[config.mk]
export PLATFORM = sky130hd
export DESIGN_NAME = acl_frame_tx
export DESIGN_NICKNAME = d
export VERILOG_FILES = /design/src/rtl/acl_pkg.sv /design/src/rtl/acl_bit_timer.sv /design/src/rtl/acl_frame_hold.sv /design/src/rtl/acl_bit_select.sv /design/src/rtl/acl_frame_tx.sv
export SDC_FILE = /design/constraint.sdc
export NUM_CORES = 1
export LEC_CHECK = 0
export BUFFER_PORTS_ARGS = -buffer_cell sky130_fd_sc_hd__buf_2
export CAP_MARGIN = 20
export CORE_MARGIN = 3
export CORE_UTILIZATION = 45
export CTS_CLUSTER_DIAMETER = 120
export DETAILED_ROUTE_END_ITERATION = 12
export GPL_TIMING_DRIVEN = 0
export PLACE_DENSITY = 0.66
export SLEW_MARGIN = 20
export SYNTH_ARGS = -nofsm -noshare
export SYNTH_HDL_FRONTEND = slang
export SYNTH_SLANG_ARGS = --single-unit
[constraint.sdc]
create_clock -name clk -period 3.25 [get_ports clk]
set_input_delay 0.65 -clock clk [delete_from_list [all_inputs] [get_ports clk]]
set_output_delay 0.65 -clock clk [all_outputs]
set_load 0.01 [all_outputs]
[src/rtl/acl_pkg.sv]
// Shared sizes and the parallel frame type for the codec link serializer.
// Assumes one tag word followed by a fixed number of equal-width slots.
package acl_pkg;
    localparam int unsigned TAG_W      = 16;
    localparam int unsigned SLOT_W     = 20;
    localparam int unsigned NSLOT      = 12;
    localparam int unsigned NDATA      = 4;
    localparam int unsigned FRAME_LEN  = TAG_W + NSLOT * SLOT_W;
    localparam int unsigned CNT_W      = $clog2(FRAME_LEN);
    localparam int unsigned SLOT_IDX_W = $clog2(NSLOT + 1);
    localparam int unsigned SBIT_W     = $clog2(SLOT_W);

    // slot[0] is the first slot after the tag
    typedef struct packed {
        logic [TAG_W-1:0]             tag;
        logic [NDATA-1:0][SLOT_W-1:0] slot;
    } frame_t;
endpackage

[src/rtl/acl_bit_timer.sv]
// Bit position counter with slot index and bit-in-slot tracking.
// slot_idx is 0 during the tag phase (and position 0), 1..NSLOT afterwards.
// Assumes FRAME_LEN positions per frame; wraps free-running.
module acl_bit_timer
    import acl_pkg::*;
(
    input  logic                  clk,
    input  logic                  rst_n,
    output logic [CNT_W-1:0]      cnt,
    output logic [SLOT_IDX_W-1:0] slot_idx,
    output logic [SBIT_W-1:0]     slot_bit
);
    localparam logic [CNT_W-1:0] LAST_POS = CNT_W'(FRAME_LEN - 1);
    localparam logic [CNT_W-1:0] TAG_END  = CNT_W'(TAG_W);

    // Advance the bit position and wrap at the frame length.
    always_ff @(posedge clk) begin
        if (!rst_n)               cnt <= '0;
        else if (cnt == LAST_POS) cnt <= '0;
        else                      cnt <= cnt + 1'b1;
    end

    // Track which slot and which bit of it the next position belongs to.
    always_ff @(posedge clk) begin
        if (!rst_n) begin
            slot_idx <= '0;
            slot_bit <= SBIT_W'(SLOT_W - 1);
        end else if (cnt == LAST_POS) begin
            slot_idx <= '0;
            slot_bit <= SBIT_W'(SLOT_W - 1);
        end else if (cnt == TAG_END) begin
            slot_idx <= SLOT_IDX_W'(1);
            slot_bit <= SBIT_W'(SLOT_W - 1);
        end else if (slot_idx != '0) begin
            if (slot_bit == '0) begin
                slot_idx <= slot_idx + 1'b1;
                slot_bit <= SBIT_W'(SLOT_W - 1);
            end else begin
                slot_bit <= slot_bit - 1'b1;
            end
        end
    end

    AST_SLOT_BIT_RANGE: assert property (@(posedge clk) disable iff (!rst_n)
        slot_bit < SBIT_W'(SLOT_W));
    AST_TAG_PHASE_SLOT: assert property (@(posedge clk) disable iff (!rst_n)
        (slot_idx == '0 && cnt != '0) |-> cnt <= TAG_END);
    AST_SLOT_LIMIT: assert property (@(posedge clk) disable iff (!rst_n)
        slot_idx <= SLOT_IDX_W'(NSLOT));
endmodule

[src/rtl/acl_frame_hold.sv]
// One-deep holding register with valid/ready intake, plus the frame copy
// that is shifted out. At each boundary (load) the held frame, with invalid
// slots zeroed, becomes current; with nothing held, an all-zero frame does.
module acl_frame_hold
    import acl_pkg::*;
(
    input  logic   clk,
    input  logic   rst_n,
    input  logic   in_valid,
    output logic   in_ready,
    input  frame_t in_frm,
    input  logic   load,
    output frame_t cur
);
    frame_t nxt;
    frame_t nxt_msk;
    logic   nxt_vld;

    assign in_ready = !nxt_vld;

    // Mask each data slot with the frame-valid bit and its own flag.
    assign nxt_msk.tag = nxt.tag;
    for (genvar k = 0; k < NDATA; k++) begin : g_mask
        assign nxt_msk.slot[k] = (nxt.tag[TAG_W-1] && nxt.tag[TAG_W-2-k])
                               ? nxt.slot[k] : '0;
    end

    // Accept a frame when empty; empty the register at the boundary.
    always_ff @(posedge clk) begin
        if (!rst_n) begin
            nxt     <= '0;
            nxt_vld <= 1'b0;
        end else if (in_valid && in_ready) begin
            nxt     <= in_frm;
            nxt_vld <= 1'b1;
        end else if (load) begin
            nxt_vld <= 1'b0;
        end
    end

    // Copy the held (or an empty) frame into the shift state at the boundary.
    always_ff @(posedge clk) begin
        if (!rst_n)    cur <= '0;
        else if (load) cur <= nxt_vld ? nxt_msk : '0;
    end

    AST_CUR_STABLE: assert property (@(posedge clk) disable iff (!rst_n)
        !load |=> $stable(cur));
    AST_FULL_KEEPS: assert property (@(posedge clk) disable iff (!rst_n)
        (nxt_vld && !load) |=> (nxt_vld && $stable(nxt)));
endmodule

[src/rtl/acl_bit_select.sv]
// Picks the frame bit for the current position: tag bits MSB first during
// positions 1..TAG_W, data slot bits MSB first afterwards, zero elsewhere.
// Purely combinational; assumes cur is already masked.
module acl_bit_select
    import acl_pkg::*;
(
    input  logic [CNT_W-1:0]      cnt,
    input  logic [SLOT_IDX_W-1:0] slot_idx,
    input  logic [SBIT_W-1:0]     slot_bit,
    input  frame_t                cur,
    output logic                  bit_o
);
    // Decode the position into one bit of the current frame.
    always_comb begin
        bit_o = 1'b0;
        for (int i = 0; i < TAG_W; i++) begin
            if (cnt == CNT_W'(TAG_W - i)) bit_o = cur.tag[i];
        end
        for (int k = 0; k < NDATA; k++) begin
            for (int b = 0; b < SLOT_W; b++) begin
                if (slot_idx == SLOT_IDX_W'(k + 1) && slot_bit == SBIT_W'(b))
                    bit_o = cur.slot[k][b];
            end
        end
    end
endmodule

[src/rtl/acl_frame_tx.sv]
// Codec link frame serializer top. Sends one FRAME_LEN-bit frame per period
// on sdata, MSB first, with sync high for the tag phase. Outputs are
// registered on the rising bit-clock edge. Assumes clk is the link bit clock.
module acl_frame_tx
    import acl_pkg::*;
(
    input  logic              clk,
    input  logic              rst_n,
    input  logic              in_valid,
    output logic              in_ready,
    input  logic [TAG_W-1:0]  in_tag,
    input  logic [SLOT_W-1:0] in_slot1,
    input  logic [SLOT_W-1:0] in_slot2,
    input  logic [SLOT_W-1:0] in_slot3,
    input  logic [SLOT_W-1:0] in_slot4,
    output logic              sync,
    output logic              sdata,
    output logic              frame_done
);
    logic [CNT_W-1:0]      cnt;
    logic [SLOT_IDX_W-1:0] slot_idx;
    logic [SBIT_W-1:0]     slot_bit;
    frame_t                in_frm;
    frame_t                cur;
    logic                  load;
    logic                  next_bit;

    assign in_frm = {in_tag, in_slot4, in_slot3, in_slot2, in_slot1};
    assign load   = (cnt == '0);

    acl_bit_timer u_timer (
        .clk      (clk),
        .rst_n    (rst_n),
        .cnt      (cnt),
        .slot_idx (slot_idx),
        .slot_bit (slot_bit)
    );

    acl_frame_hold u_hold (
        .clk      (clk),
        .rst_n    (rst_n),
        .in_valid (in_valid),
        .in_ready (in_ready),
        .in_frm   (in_frm),
        .load     (load),
        .cur      (cur)
    );

    acl_bit_select u_sel (
        .cnt      (cnt),
        .slot_idx (slot_idx),
        .slot_bit (slot_bit),
        .cur      (cur),
        .bit_o    (next_bit)
    );

    // Register the line outputs so they change only on the rising edge.
    always_ff @(posedge clk) begin
        if (!rst_n) begin
            sync       <= 1'b0;
            sdata      <= 1'b0;
            frame_done <= 1'b0;
        end else begin
            sync       <= (cnt < CNT_W'(TAG_W));
            sdata      <= next_bit;
            frame_done <= (cnt == CNT_W'(FRAME_LEN - 1));
        end
    end

    AST_SYNC_FALL_POS: assert property (@(posedge clk) disable iff (!rst_n)
        $fell(sync) |-> cnt == CNT_W'(TAG_W + 1));
    AST_DONE_THEN_SYNC: assert property (@(posedge clk) disable iff (!rst_n)
        frame_done |=> $rose(sync));
    AST_IDLE_SLOT_ZERO: assert property (@(posedge clk) disable iff (!rst_n)
        (slot_idx > SLOT_IDX_W'(NDATA)) |=> !sdata);
    AST_INVALID_FRAME_ZERO: assert property (@(posedge clk) disable iff (!rst_n)
        (!cur.tag[TAG_W-1] && slot_idx != '0) |=> !sdata);
endmodule

# Word level (Yosys, flattened, before mapping)
# Index checks and enable logic that the tools add are counted.
word_totals:
  register_bits: 213
  inputBits: 99
  out_inout_bits: 4
  elab_cells: 266
op_classes:
  add_sub_neg: 3
  order_cmp: 1
  eq_ne: 40
  n_mux: 107
  bitwise: 1
  reduce_logical: 96
op_table:
  columns: ["op", "n"]
  rows:
  - ["$mux W1", 101]
  - ["$mux W96", 1]
  - ["$logic_and A1 B1 Y1", 85]
  - ["$mux W20", 4]
  - ["$eq A8 B4 Y1 const B", 8]
  - ["$eq A5 B4 Y1 const B", 8]
  - ["$eq A8 B3 Y1 const B", 4]
  - ["$eq A5 B3 Y1 const B", 4]
  - ["$eq A5 B5 Y1 const B", 4]
  - ["$eq A8 B2 Y1 const B", 2]
  - ["$eq A5 B2 Y1 const B", 2]
  - ["$add A8 B1 Y8 const B", 1]
  - ["$eq A4 B2 Y1 const B", 2]
  - ["$eq A8 B1 Y1 const B", 1]
  - ["$eq A8 B5 Y1 const B", 1]
  - ["$eq A8 B8 Y1 const B", 1]
  - ["$logic_not A8 Y1", 1]
  - ["$lt A8 B5 Y1 const B", 1]
  - ["$reduce_bool A2 Y1", 3]
  - ["$eq A5 B1 Y1 const B", 1]
  - ["$logic_not A5 Y1", 1]
  - ["$mux W5", 1]
  - ["$sub A5 B1 Y5 const B", 1]
  - ["$add A4 B1 Y4 const B", 1]
  - ["other kinds (8)", 9]

# Longest topological paths before layout
# Gate-level depths: netlist (run 1).
logic_depth:
  ltp_word: 97
  depth_mapped: 13
  ltp_nobuf: 10

# Modules after synthesis
# Synthesis (run 1) repeated with hierarchy kept, for this count alone.
unflattened:
  cells_unflattened: 1061
  area_unflattened_um2: 9496.6
modules_own_cells:
  columns: ["mod", "instances", "cells_each", "area_each_um2", "seq_area_each_um2"]
  rows:
  - ["acl_frame_hold", 1, 675, 6745.2, 3863.7]
  - ["acl_bit_select", 1, 287, 1825.5, 0.0]
  - ["acl_bit_timer", 1, 86, 807.0, 340.3]
  - ["acl_frame_tx", 1, 13, 118.9, 60.1]

# Worst setup path before layout (run 1)
# OpenSTA, ideal clock, no wires.
synth_timing:
  kind: "reg2reg"
  from: "register u_timer.slot_bit[0]"
  to: "register sdata"
  setup_ps: 122
  t_arrival_ps: 2224
  required_time_ps: 3128
  path_slack_ps: 904
  stages_incl_launch_ff: 12
  n_path_buf: 1
  period_less_slack_ps: 2346
  cell_sequence: "dfxtp_1 -> inv_1 -> ha_1 -> buf_2 -> or2_2 -> a22oi_1 -> a2bb2oi_1 -> nand3_1 -> a31oi_1 -> a2111oi_2 -> a221oi_2 -> a21oi_1"
synth_between:
  elab_chain_len: 82
  elab_cells_between_ends: 180
  classes_between: "19 x eq/ne; 80 x mux; 81 x reduce/logical"
synth_lines:
  columns: ["item", "line_no", "source"]
  rows:
  - ["start, declared", "acl_bit_timer.sv:11", "output logic [SBIT_W-1:0] slot_bit"]
  - ["start signal, assigned", "acl_bit_timer.sv:27", "slot_bit <= SBIT_W'(SLOT_W - 1);"]
  - ["start signal, assigned", "acl_bit_timer.sv:30", "slot_bit <= SBIT_W'(SLOT_W - 1);"]
  - ["start signal, assigned", "acl_bit_timer.sv:33", "slot_bit <= SBIT_W'(SLOT_W - 1);"]
  - ["$logic_not A5 Y1", "acl_bit_select.sv:21", "if (slot_idx == SLOT_IDX_W'(k + 1) && slot_bit == SBIT_W'(b))"]
  - ["$logic_and A1 B1 Y1", "acl_bit_select.sv:21", null]
  - ["$mux W1 (79 in a row)", "acl_bit_select.sv:21", null]
  - ["$mux W1 (*)", "acl_bit_select.sv:21", null]
  - ["end signal, assigned", "acl_frame_tx.sv:65", "sdata <= next_bit;"]
  - ["end, declared", "acl_frame_tx.sv:17", "output logic sdata,"]
# Every way passes the cells marked *; elsewhere a longest branch is shown, timed or not.
# A chain may end at the register's enable or synchronous reset.

# Worst setup path after layout (run 1)
layout_timing:
  from: "register u_timer.slot_bit[1]"
  to: "register sdata"
# Same word-level chain as after synthesis.

==> metrics.cfg, run 1 <==
[detailed_routing]
via_per_inst = 5.42
drt_wl_total_um = 27800
drc_errors = 0
wl_met3_um = 1590
dr_wl_met2_um = 12600
met1_length_um = 12700
maxUsedRoutingLayer = met4
vias = 8749
drtAntennaViolNets = 0
drtPass1Iterations = 7
drt_iter0_markers = 617
wl_per_cell_um = 17.2

[finish]
n_antenna_cell = 0
regArea_um2 = 4260
mostFrequentLayoutCells = nand2_1 (280), dfxtp_1 (213), a21boi_0 (133), buf_2 (128), nor2b_1 (82)
drive_gt1_frac = 0.141
final_common_cell = nand2_1
fillers = 2063
multi_input_area_um2 = 5090
nets = 1435
syn_to_final_growth_pct = 16.6
fin_util = 0.540

[floorplan]
die_width_um = 154
die_y_um = 154
core_um2 = 21300
ioPinCount = 103
start_util = 0.463
dieArea_um2 = 23700
rows = 53

[logic_synthesis]
yosys.cell_types.count = 69
synth_seq_area_share = 0.433
syn_nets = 1308
synth_area_um2 = 9860
synthFlopType = dfxtp_1
async_flop_share = 0
yosysWarningCount = 0
synthMuxAreaShare = 0
synth_edf_count = 0
synth-seq-cells = 213
synth_top_family_by_area = simple AND/OR/NAND/NOR gates
avgSynthCellArea_um2 = 8.24
synth_simple_gate_area_frac = 0.255
synthAdderAreaFrac = 0.0165
synth_compound_gate_area_share = 0.233
synthCells = 1196
synth_xor_xnor_area_share = 0.0124

[pwr]
power.density_nw_per_um2 = 515
peakVddDrop_uv = 358
intPower_w = 0.00450
p_leak_nw = 4.26
pwr-share-clk = 0.453
p_comb_frac = 0.084
pwr-share-seq = 0.464
swShare = 0.241
switching_power_w = 0.00143

[flow_run]
cap_violations = 0

[timing]
relSlewSlack = 0.425
min_period_over_period = 0.936
fin_skew_ns = 0.0189
fmax_mhz = 329
worstMarginPinSlew_ns = 0.860
timing_hold_violations_final = 0
slew_viol_final = 0
tns_ns = 0
setup_violations = 0
grt_setup_unrepaired = no
holdWs_ns = 0.379
post-route-min-period_ns = 3.04

[clocking]
postCtsSetupBuffers = 0
tritoncts = done
root_buffer = clkbuf_16
cts.path.max_buffers = 3
clkSlewWorstSetupHoldPaths_ns = 0.06
clock_latency_ns = 0.52
h-tree-depth = 1
cts_made_buffers = 24
clkSinkCount = 213
hold_buffers = 0
cts_resized = 0

[global_route]
antenna_found_initial = 0
grt.overflow.total = 0
grt_pass1_wl_um = 44300
grt_pass1_vias = 8404
gr-usage-all-layers = 0.228
grt_max_degree = 13

[critical_path]
crit_path_start_kind = flip-flop
required_ns = 3.63
reg2reg_slack_ns = 0.21
cp-endpoint = sdata
critPathKind = flip-flop to flip-flop
startpoint = u_timer.slot_bit[1]
arrival_ns = 3.42
timing.rr.start = u_timer.slot_bit[1]
reg2reg_depth = 10
cp-end-kind = flip-flop
critPathMaxFanout = 10
reg2reg_to = sdata

[placed_design]
hpwl_um = 20600
numPortBuffers = 101
place_congestion = 0.967

[run_status]
outcome = finished, final reports clean

[hold_path]
min_path_type = input pin to flip-flop

[layout make-up]
| cell class | instances | share of cell area |
|---|---|---|
| Tap cell | 275 | 0.0299 |
| Clock buffer | 33 | 0.0595 |
| Buffer | 98 | 0.0377 |
| Clock inverter | 8 | 0.00903 |
| Timing Repair Buffer | 101 | 0.0440 |
| Inverter | 18 | 0.00588 |
| Sequential cell | 213 | 0.371 |
| Multi-Input combinational cell | 867 | 0.443 |
[cell usage after synthesis, drive strengths merged, types with 4 or more instances]
master   number  area, um2
inv          18       67.6
xor2          7       61.3
nor2         29        109
buf          34        191
nand3        46        230
nor2b        82        513
nor3b        19        153
a2111oi       4       41.3
dfxtp       213       4260
o211ai        8       60.1
nand3b        7       52.6
a22oi        64        485
nand2       281       1060
o21ai        28        140
ha           13        163
nand2b        4       25.0
xnor2         7       61.3
a21boi      133        998
o31ai         5       37.5
nor3          7       40.0
and2         12       76.3
a211oi        4       30.0
a31oi         7       43.8
nand4         7       43.8
or2           5       31.3
and3          5       31.3
a21oi        37        185
clkbuf       64        240
[metrics by stage]
step | setup WS [ns] | total power, W | instance area, um2 | instances
final | 0.209 | 0.00593 | 11500 | 1613
after floorplan | 0.904 | 0.00309 | 9860 | 1196
after global placement | 0.213 | 0.00329 | 10700 | 1572
after detailed placement | 0.229 | 0.00330 | 10700 | 1572
after CTS | 0.223 | 0.00598 | 11500 | 1613
after global routing | 0.0570 | 0.00616 | 11500 | 1613
[state kept, by name, summed over array words and instances (netlist names)]
signal and flops:
u_timer.cnt 8, u_timer.slot_idx 4, u_hold.cur 96, u_hold.nxt 96, sdata 1, sync 1
u_hold.nxt_vld 1, u_timer.slot_bit 5, frame_done 1
[critical path: stages (launching register included)]
cell and delay (ns):
dfxtp_1 0.36, inv_1 0.12, ha_1 0.20, clkbuf_1 0.49
o21ai_0 0.33, a2bb2oi_1 0.37, nand3_1 0.13, a31oi_1 0.36
a2111oi_2 0.11, a221oi_2 0.30, a21oi_1 0.14
[kinds of logic (layout without fill, tap and decap cells)]
family | count (synthesis) | count (layout)
AO/OA/AOI/OAI | 321 | 321
XOR/XNOR | 14 | 14
adder cells (fa/ha/maj) | 13 | 13
buffers and inverters | 116 | 258
flip-flops | 213 | 213
AND/OR/NAND/NOR | 519 | 519
[power by group through the flow]
| stage | combinational (W) | sequential, W | clock [W] |
|---|---|---|---|
| floorplan | 0.000310 | 0.00279 | 0 |
| global placement | 0.000488 | 0.00280 | 0 |
| detailed placement | 0.000496 | 0.00281 | 0 |
| CTS | 0.000498 | 0.00275 | 0.00274 |
| global route | 0.000561 | 0.00276 | 0.00284 |
| finish | 0.000496 | 0.00275 | 0.00268 |
[routing by layer]
| layer | track usage | up-vias |
|---|---|---|
| met5 | 0 | - |
| met2 | 0.371 | 220 |
| met1 | 0.312 | 4102 |
| met3 | 0.0377 | 47 |
| met4 | 0.0715 | 0 |
| li1 | - | 4380 |
[how the worst min path moves through the flow]
stage	start	end	slack [ns]	cells after the start
after floorplan	u_hold.cur[39]	u_hold.cur[39]	0.44	2
after global placement	u_hold.nxt[40]	u_hold.nxt[40]	0.45	2
after detailed placement	u_hold.nxt[20]	u_hold.nxt[20]	0.46	2
after CTS	in_slot1[14]	u_hold.nxt[14]	0.36	3
after global routing	in_slot4[1]	u_hold.nxt[61]	0.38	3
final	in_slot2[15]	u_hold.nxt[35]	0.38	3
Note: power is estimated with default switching activity, not from simulation.
==> run 2: changes to the inputs <==
Settings changed: PLACE_DENSITY 0.66 to 0.74.
==> metrics.cfg, run 2 (synthesis gave the netlist of run 1 again) <==
[run_status]
outcome = finished, final reports clean

[pwr]
pwr-share-seq = 0.462  ; -0.002
switching_power_w = 0.00143  ; +0.24%
pwr-share-clk = 0.455  ; +0.002
p_leak_nw = 4.26  ; about the same
peakVddDrop_uv = 399  ; +11%
intPower_w = 0.00452  ; +0.52%
swShare = 0.240  ; -0.000501
p_comb_frac = 0.084  ; about the same
power.density_nw_per_um2 = 518  ; +0.43%

[critical_path]
slowest_delay_ns = 0.63  ; +0.14 ns
arrival_ns = 3.43  ; about the same
reg2reg_slack_ns = 0.20  ; about the same
reg2reg_to = sdata
crit_chain = buf_4, nor3_2, nand2_1, o21ai_0, nand2_1, a22oi_1, o22ai_1, a221oi_2, a21oi_1
required_ns = 3.63  ; about the same
critPathMaxFanout = 10  ; unchanged
critPathSlowestCell = nor3_2
critPathKind = flip-flop to flip-flop
crit_path_start_kind = flip-flop
cp_common_cell = nand2_1
timing.rr.start = u_timer.slot_bit[4]
reg2reg_depth = 9  ; -1
cp-end-kind = flip-flop

[detailed_routing]
drc_errors = 0  ; unchanged
vias = 8815  ; +0.75%
drt_iter0_markers = 579  ; -6.2%
wl_per_cell_um = 17.2  ; about the same
drtPass1Iterations = 6  ; -1
via_per_inst = 5.46  ; +0.75%
drt_wl_total_um = 27700  ; about the same
drtAntennaViolNets = 0  ; unchanged

[floorplan]
start_util = 0.463  ; unchanged
dieArea_um2 = 23700  ; unchanged
ioPinCount = 103  ; unchanged
rows = 53  ; unchanged
die_y_um = 154  ; unchanged
core_um2 = 21300  ; unchanged
die_width_um = 154  ; unchanged

[clocking]
tritoncts = done
clkSlewWorstSetupHoldPaths_ns = 0.06  ; about the same
hold_buffers = 0  ; unchanged
postCtsSetupBuffers = 0  ; unchanged
clkSinkCount = 213  ; unchanged
cts_resized = 0  ; unchanged
cts.path.max_buffers = 3  ; unchanged
clock_latency_ns = 0.52  ; about the same
root_buffer = clkbuf_16
h-tree-depth = 1  ; unchanged
cts_made_buffers = 23  ; -4.2%

[finish]
mostFrequentLayoutCells = nand2_1 (280), dfxtp_1 (213), a21boi_0 (133), buf_2 (128), nor2b_1 (82)
regArea_um2 = 4260  ; unchanged
syn_to_final_growth_pct = 16.7  ; about the same
n_antenna_cell = 0  ; unchanged
multi_input_area_um2 = 5090  ; unchanged
nets = 1434  ; -0.070%
final_common_cell = nand2_1
final_cells = 1613  ; unchanged
fillers = 1984  ; -3.8%
top_regs = u_hold.cur (96), u_hold.nxt (96), u_timer.cnt (8)
drive_gt1_frac = 0.143  ; +0.00149

[global_route]
grt_pass1_wl_um = 44000  ; -0.76%
grt.overflow.total = 0  ; unchanged
antenna_found_initial = 0  ; unchanged
grt_max_degree = 15  ; +2
grt_pass1_vias = 8487  ; +0.99%
gr-usage-all-layers = 0.226  ; -0.00296

[timing]
tns_ns = 0  ; unchanged
slew_viol_final = 0  ; unchanged
setup_violations = 0  ; unchanged
relSlewSlack = 0.397  ; -0.0289
fmax_mhz = 328  ; -0.37%
fin_skew_ns = 0.0217  ; +0.00285 ns
grt_setup_unrepaired = no
min_period_over_period = 0.939  ; +0.00348
worstMarginPinSlew_ns = 0.903  ; +0.0432 ns
post-route-min-period_ns = 3.05  ; +0.0113 ns
timing_hold_violations_final = 0  ; unchanged

[placed_design]
numPortBuffers = 101  ; unchanged
place_congestion = 0.970  ; +0.29%
hpwl_um = 20600  ; -0.21%
dp.cells = 1572  ; unchanged

[hold_path]
min_path_type = input pin to flip-flop
holdCritStartpoint = in_slot4[14]
hold_depth = 3  ; unchanged
holdPathEnd = u_hold.nxt[74]

[flow_run]
cap_violations = 0  ; unchanged

## run 2: cell count changes in the layout (fill, tap and decap cells not counted), sizes merged
cell	delta
clkbuf	-3
bufinv	+1
clkinvlp	+1
inv	+1
## run 2: how the worst max path moves through the flow
stage	to	slack, ns	cells after the start	startpoint
after floorplan	sdata	0.90	11	u_timer.slot_bit[0]
after global placement	sdata	0.19	11	u_timer.slot_bit[0]
after detailed placement	sdata	0.18	11	u_timer.slot_bit[0]
after CTS	sdata	0.16	11	u_timer.slot_bit[0]
after global routing	sdata	0.02	11	u_timer.cnt[0]
final	sdata	0.20	9	u_timer.slot_bit[4]
## run 2: routing by layer
layer,global-route usage,routed length [um],vias to the layer above
li1,-,-,4383
met1,0.303,12500,4119
met2,0.382,13200,261
met3,0.0298,1450,52
met4,0.0614,638,0
met5,0,0,-
## run 2: cell type report
class / instances / share of cell area
plain buffers: 98 / 0.0376
repair buffers: 101 / 0.0440
clock buffers: 30 / 0.0567
inverters: 18 / 0.00588
flip-flops and latches: 213 / 0.371
well taps: 275 / 0.0299
multi-input cells: 867 / 0.443
clock inverters: 11 / 0.0121
## run 2: critical path: cells and delay by family (launching register included)
family                 cells  cell delay (ns)
AOI/OAI and AO/OA          5             1.35
buffers and inverters      1             0.18
DFF                        1             0.32
and+or+nand+nor            3             1.09
## run 2: stage by stage
step / cell area [um2] / util / hold WS [ns] / power, W / setup slack, ns
floorplan: 9860 / - / 0.436 / 0.00309 / 0.904
global placement: 10700 / 0.503 / 0.453 / 0.00329 / 0.193
detailed placement: 10700 / 0.503 / 0.459 / 0.00330 / 0.178
CTS: 11500 / 0.540 / 0.365 / 0.00599 / 0.163
global route: 11500 / 0.540 / 0.380 / 0.00615 / 0.0226
finish: 11500 / 0.540 / 0.375 / 0.00595 / 0.198
## run 2: power by group through the flow
stage / clock [W] / sequential, W / combinational, W
after floorplan: 0 / 0.00279 / 0.000310
after global placement: 0 / 0.00280 / 0.000487
after detailed placement: 0 / 0.00281 / 0.000493
after CTS: 0.00275 / 0.00275 / 0.000496
after global routing: 0.00284 / 0.00275 / 0.000555
final: 0.00271 / 0.00275 / 0.000498
